--- config.mk ---
export PLATFORM = sky130hd
export DESIGN_NAME = bndchk_unit
export DESIGN_NICKNAME = d
export VERILOG_FILES = /design/src/rtl/bndchk_pkg.sv /design/src/rtl/bndchk_seq.sv /design/src/rtl/bndchk_cmp.sv /design/src/rtl/bndchk_unit.sv
export SDC_FILE = /design/constraint.sdc
export NUM_CORES = 1
export LEC_CHECK = 0
export ABC_AREA = 0
export BUFFER_PORTS_ARGS = -buffer_cell sky130_fd_sc_hd__clkbuf_2
export CORE_MARGIN = 3
export CORE_UTILIZATION = 51
export DETAILED_ROUTE_END_ITERATION = 16
export PLACE_DENSITY = 0.79
export SYNTH_ARGS = -nofsm -noshare
export SYNTH_HDL_FRONTEND = slang
export SYNTH_SLANG_ARGS = --single-unit
export TNS_END_PERCENT = 1
--- constraint.sdc ---
create_clock -name clk -period 2.65 [get_ports clk]
set_input_delay 0.265 -clock clk [delete_from_list [all_inputs] [get_ports clk]]
set_output_delay 0.265 -clock clk [all_outputs]
set_load 0.1 [all_outputs]
--- src/rtl/bndchk_pkg.sv ---
package bndchk_pkg;

  typedef enum logic [1:0] {
    BC_IDLE   = 2'd0,
    BC_LOWER  = 2'd1,
    BC_UPPER  = 2'd2,
    BC_REPORT = 2'd3
  } bc_state_e;

  // distance in bytes between the lower and the upper limit word
  localparam int unsigned BC_LIMIT_STRIDE = 2;

endpackage

--- src/rtl/bndchk_seq.sv ---
module bndchk_seq
  import bndchk_pkg::*;
(
  input  logic clk,
  input  logic rst_n,
  input  logic start_i,
  input  logic ack_i,
  output logic take_start_o,
  output logic take_lo_o,
  output logic take_hi_o,
  output logic req_o,
  output logic upper_phase_o,
  output logic report_o
);

  bc_state_e state_q, state_d;

  always_comb begin
    state_d = state_q;
    unique case (state_q)
      BC_IDLE:   if (start_i) state_d = BC_LOWER;
      BC_LOWER:  if (ack_i)   state_d = BC_UPPER;
      BC_UPPER:  if (ack_i)   state_d = BC_REPORT;
      BC_REPORT: state_d = BC_IDLE;
      default:   state_d = BC_IDLE;
    endcase
  end

  always_ff @(posedge clk or negedge rst_n) begin
    if (!rst_n) state_q <= BC_IDLE;
    else        state_q <= state_d;
  end

  assign take_start_o  = (state_q == BC_IDLE) && start_i;
  assign take_lo_o     = (state_q == BC_LOWER) && ack_i;
  assign take_hi_o     = (state_q == BC_UPPER) && ack_i;
  assign req_o         = (state_q == BC_LOWER) || (state_q == BC_UPPER);
  assign upper_phase_o = (state_q == BC_UPPER);
  assign report_o      = (state_q == BC_REPORT);

endmodule

--- src/rtl/bndchk_cmp.sv ---
module bndchk_cmp #(
  parameter int unsigned WORD_W = 16
) (
  input  logic [WORD_W-1:0] value_i,
  input  logic [WORD_W-1:0] lower_i,
  input  logic [WORD_W-1:0] upper_i,
  output logic              below_o,
  output logic              above_o
);

  // unsigned ordering; equality with either limit is in range
  function automatic logic ult(input logic [WORD_W-1:0] a, input logic [WORD_W-1:0] b);
    return a < b;
  endfunction

  assign below_o = ult(value_i, lower_i);
  assign above_o = ult(upper_i, value_i);

endmodule

--- src/rtl/bndchk_unit.sv ---
module bndchk_unit #(
  parameter int unsigned WORD_W   = 16,
  parameter int unsigned SEG_W    = 16,
  parameter int unsigned OFF_W    = 16,
  parameter int unsigned PC_W     = 16,
  parameter int unsigned VEC_W    = 8,
  parameter int unsigned TRAP_VEC = 5
) (
  input  logic              clk,
  input  logic              rst_n,
  input  logic              start_i,
  input  logic [WORD_W-1:0] value_i,
  input  logic [SEG_W-1:0]  seg_i,
  input  logic [OFF_W-1:0]  off_i,
  input  logic [PC_W-1:0]   insn_pc_i,
  output logic              mem_req_o,
  output logic [SEG_W-1:0]  mem_seg_o,
  output logic [OFF_W-1:0]  mem_off_o,
  input  logic              mem_ack_i,
  input  logic [WORD_W-1:0] mem_rdata_i,
  output logic              done_o,
  output logic              trap_o,
  output logic [VEC_W-1:0]  trap_vec_o,
  output logic [PC_W-1:0]   trap_pc_o
);
  import bndchk_pkg::*;

  localparam logic [OFF_W-1:0] STRIDE = OFF_W'(BC_LIMIT_STRIDE);
  localparam logic [VEC_W-1:0] VEC    = VEC_W'(TRAP_VEC);

  // offset of the upper limit word; wraps inside the segment
  function automatic logic [OFF_W-1:0] upper_off(input logic [OFF_W-1:0] base);
    return base + STRIDE;
  endfunction

  // named internal events, also used by the bound checker
  logic take_start, take_lo, take_hi, upper_phase, report;
  logic below, above, violation;

  logic [WORD_W-1:0] val_q, lo_q, hi_q;
  logic [SEG_W-1:0]  seg_q;
  logic [OFF_W-1:0]  off_q;
  logic [PC_W-1:0]   pc_q;

  bndchk_seq u_seq (
    .clk          (clk),
    .rst_n        (rst_n),
    .start_i      (start_i),
    .ack_i        (mem_ack_i),
    .take_start_o (take_start),
    .take_lo_o    (take_lo),
    .take_hi_o    (take_hi),
    .req_o        (mem_req_o),
    .upper_phase_o(upper_phase),
    .report_o     (report)
  );

  always_ff @(posedge clk or negedge rst_n) begin
    if (!rst_n) begin
      val_q <= '0;
      seg_q <= '0;
      off_q <= '0;
      pc_q  <= '0;
      lo_q  <= '0;
      hi_q  <= '0;
    end else begin
      if (take_start) begin
        val_q <= value_i;
        seg_q <= seg_i;
        off_q <= off_i;
        pc_q  <= insn_pc_i;
      end
      if (take_lo) lo_q <= mem_rdata_i;
      if (take_hi) hi_q <= mem_rdata_i;
    end
  end

  bndchk_cmp #(.WORD_W(WORD_W)) u_cmp (
    .value_i(val_q),
    .lower_i(lo_q),
    .upper_i(hi_q),
    .below_o(below),
    .above_o(above)
  );

  assign violation  = below || above;

  assign mem_seg_o  = seg_q;
  assign mem_off_o  = upper_phase ? upper_off(off_q) : off_q;

  assign done_o     = report;
  assign trap_o     = report && violation;
  assign trap_vec_o = trap_o ? VEC  : '0;
  assign trap_pc_o  = trap_o ? pc_q : '0;

endmodule

==> summary.txt <==
Run status
  • Run status: complete, but fails checks
  • Failing checks: setup timing

Setup path
  • Critical path cell sequence: inv_1 -> ha_1 -> nand4_1 -> or4_4 -> o32ai_4 -> o22a_4 -> clkbuf_16 -> nor2b_4 -> buf_12
  • WP buf/inv: 3
  • CP Class: register to output port
  • Worst Path Required: about 2400 ps
  • Top Family by Delay on Critical Path: simple AND/OR/NAND/NOR gates
  • CP peak stage delay: 580 ps
  • Worst reg2reg path depth: 4
  • Stages on worst setup path: 9
  • Max stage delay cell, worst path: or4_4
  • Critical path startpoint category: register
  • Crit end category: output port
  • Crit Path Max Fanout: 5
  • Arr. time, crit path: roughly 2700 ps

Place
  • Detailed placement HPWL: around 8000 um
  • GP Congestion: ~0.86
  • IO buf count: approximately 140
  • Dpl cell area: a little over 6000 um2
  • Placed cell count: 648

Timing
  • Final setup vio count: 19
  • Final Worst Setup Slack: -322 ps
  • Fin crit period: roughly 3000 ps
  • RSZ-0062 raised after global routing: true
  • Worst-Margin Slew: 791 ps
  • FMAX: 337 MHz
  • Worst rel slew slack: 0.471
  • Tcrit/Tclk final: 1.12
  • Clock skew: ~12 ps
  • Fin. max-slew vios: 0
  • Hold Fails Final Rpt: 0

Global route
  • Congestion Overflow GR: 0
  • GRT Resource Usage Total: 0.205
  • Largest net degree at the start of global routing: 60
  • First-pass GRT wire length: around 18000 um
  • Vias in the first global route: ~3700
  • Initial antenna violation count: 0

Floorplan
  • Die Y: 104 um
  • Initial Util: 0.527
  • Rows: 35
  • Die ar.: about 11000 um2
  • Total I/O pin count: roughly 140
  • Core Region: 9280 um2
  • Die width: about 100 um

Yosys
  • Number of enable flip-flop cells after synthesis: 0
  • Sequential area share after synthesis: 0.501
  • Main flop type after synthesis: dfrtp_1
  • Mapped Cells: about 400
  • Synth area leader: dfrtp_1
  • Post-synthesis async set-or-reset flop share: 1.00
  • Synth Register Bits: 98
  • Avg Inst Size Synth: 12.5 um2
  • Netlist cell types: 30
  • Ys Warns: 0
  • Cell area after synthesis: between 4000 and 5000 um2
  • Yosys top cell area share: 0.501
  • Top cells by area, synth: dfrtp_1 (50%), mux2_2 (23%), ha_1 (9.2%)

Detailed routing
  • Starting DRT DRC Count: approximately 100
  • Routed wire length: between 10000 and 15000 um
  • DRC: 0
  • Initial DRT Pass Iterations: 4
  • Routed WL per cell: around 16 um
  • Vias/cell: approximately 5.1
  • Routed Antenna Nets: 0
  • Routed vias: roughly 3400

Final layout
  • Design area: roughly 6500 um2
  • Ant. Diodes: 0
  • Layout cells sized above 1: 0.535
  • Area Overhead vs Synth: 32.6%
  • Most frequent cells in the layout: clkbuf_2 (107), mux2_2 (98), dfrtp_1 (98), inv_1 (35), ha_1 (31)
  • Layout Nets: 655
  • Finished Layout Cells: around 670
  • Fill count: about 700
  • Layout Utilization: 0.699
  • Commonest non-fill, non-tap cell in the layout: clkbuf_2

CTS
  • CTS buffer count: 9
  • CTS tree: yes
  • Clock transition at path regs: approximately 100 ps
  • Clock latency on the worst-skew pair: 360 ps
  • H-Tree Depth: 3
  • Clk buf depth: 2
  • CTS sink cnt: 98
  • Root Driver: clkbuf_8

Min path
  • Hold Path Cell Cnt: 2
  • Hold Path Class: primary input to register

Run
  • Max cap viols: 0
## metal layers
metal / track usage / vias up / part of all wire
met5: 0 / - / 0
met4: 0.0741 / 0 / 0.024
met3: 0.0521 / 21 / 0.048
met2: 0.351 / 95 / 0.51
met1: 0.251 / 1691 / 0.41
li1: - / 1617 / -
## cell families (layout without fill, tap and decap cells)
logic type / Yosys count / after routing / synth area share
xor+xnor: 14 / 14 / 0.0251
flops: 98 / 98 / 0.501
mux: 98 / 98 / 0.226
simple gates: 60 / 60 / 0.0655
other cells: 1 / 6 / 0.000766
compound gates: 27 / 27 / 0.0386
fa+ha+maj: 36 / 36 / 0.0920
buf+inv: 57 / 201 / 0.0514
## worst paths after layout
| path | start | to | slack, ps |
|---|---|---|---|
| max in group asynchronous | rst_n | pc_q[3] | 1520 |
| worst min register to register | mem_seg_o[15] | mem_seg_o[15] | 510 |
| worst min-delay path | seg_i[2] | mem_seg_o[2] | 130 |
| worst max register to register | u_seq.state_q[0] | hi_q[13] | 750 |
| min in group asynchronous | rst_n | off_q[10] | 420 |
| worst max-delay path | val_q[12] | trap_pc_o[11] | -320 |
## cells in the mapped netlist, types with 2 or more instances
library cell,count
dfrtp_1,98
mux2_2,98
ha_1,36
inv_1,36
nand2_1,16
nor2b_1,16
xnor2_1,13
buf_4,10
clkbuf_1,10
a21oi_1,9
nand4_1,7
nand3_1,6
o21a_1,6
nor2_1,4
and3_1,3
a2111oi_0,2
a211oi_1,2
a21o_1,2
nand2b_1,2
nor3_1,2
o311ai_0,2
o32ai_1,2
or4_1,2
## stage by stage
stage          worst slack (ps)  hold slack, ps  TNS [ps]
3_3_place_gp               59.6             270         0
6_report                   -322             125     -5850
5_1_grt                    -496            92.7     -9210
4_1_cts                    -281             109     -4830
3_5_place_dp               43.7             277         0
2_1_floorplan              -555           -30.6    -11640
## worst reg2reg max path, delay by kind of cell (launching register included)
family | cells | cell delay [ps]
adders and majority gates | 1 | 290
buffers and inverters | 1 | 140
muxes | 1 | 470
and+or+nand+nor | 1 | 480
DFF | 1 | 410
## repair_timing
item                                   4_1_cts  5_1_grt
cloned                                       0        1
endpoints found under the hold margin       39        0
setup endpoints to repair                   24       30
setup buffers                                2        1
gates resized for setup                     10       19
hold buffers                                 1        0
pin swaps                                    1        4
## flip-flops by register name, indices dropped and copies added, names as in the netlist
| signal | count |
|---|---|
| hi_q | 16 |
| mem_seg_o | 16 |
| val_q | 16 |
| lo_q | 16 |
| u_seq.state_q | 2 |
| pc_q | 16 |
| off_q | 16 |
## final cells by class
type                    instances  area (um2)  area share
flip-flops and latches         98        2450       0.378
multi-input cells             241        2400       0.371
repair buffers                148        1130       0.175
well taps                     129         161      0.0249
inverters                      37         144      0.0222
clock buffers                  10         128      0.0197
clock inverters                 6        66.3      0.0102
Power is not shown: default switching activity piles up to over one toggle a cycle in this logic, so the estimate is an artifact.
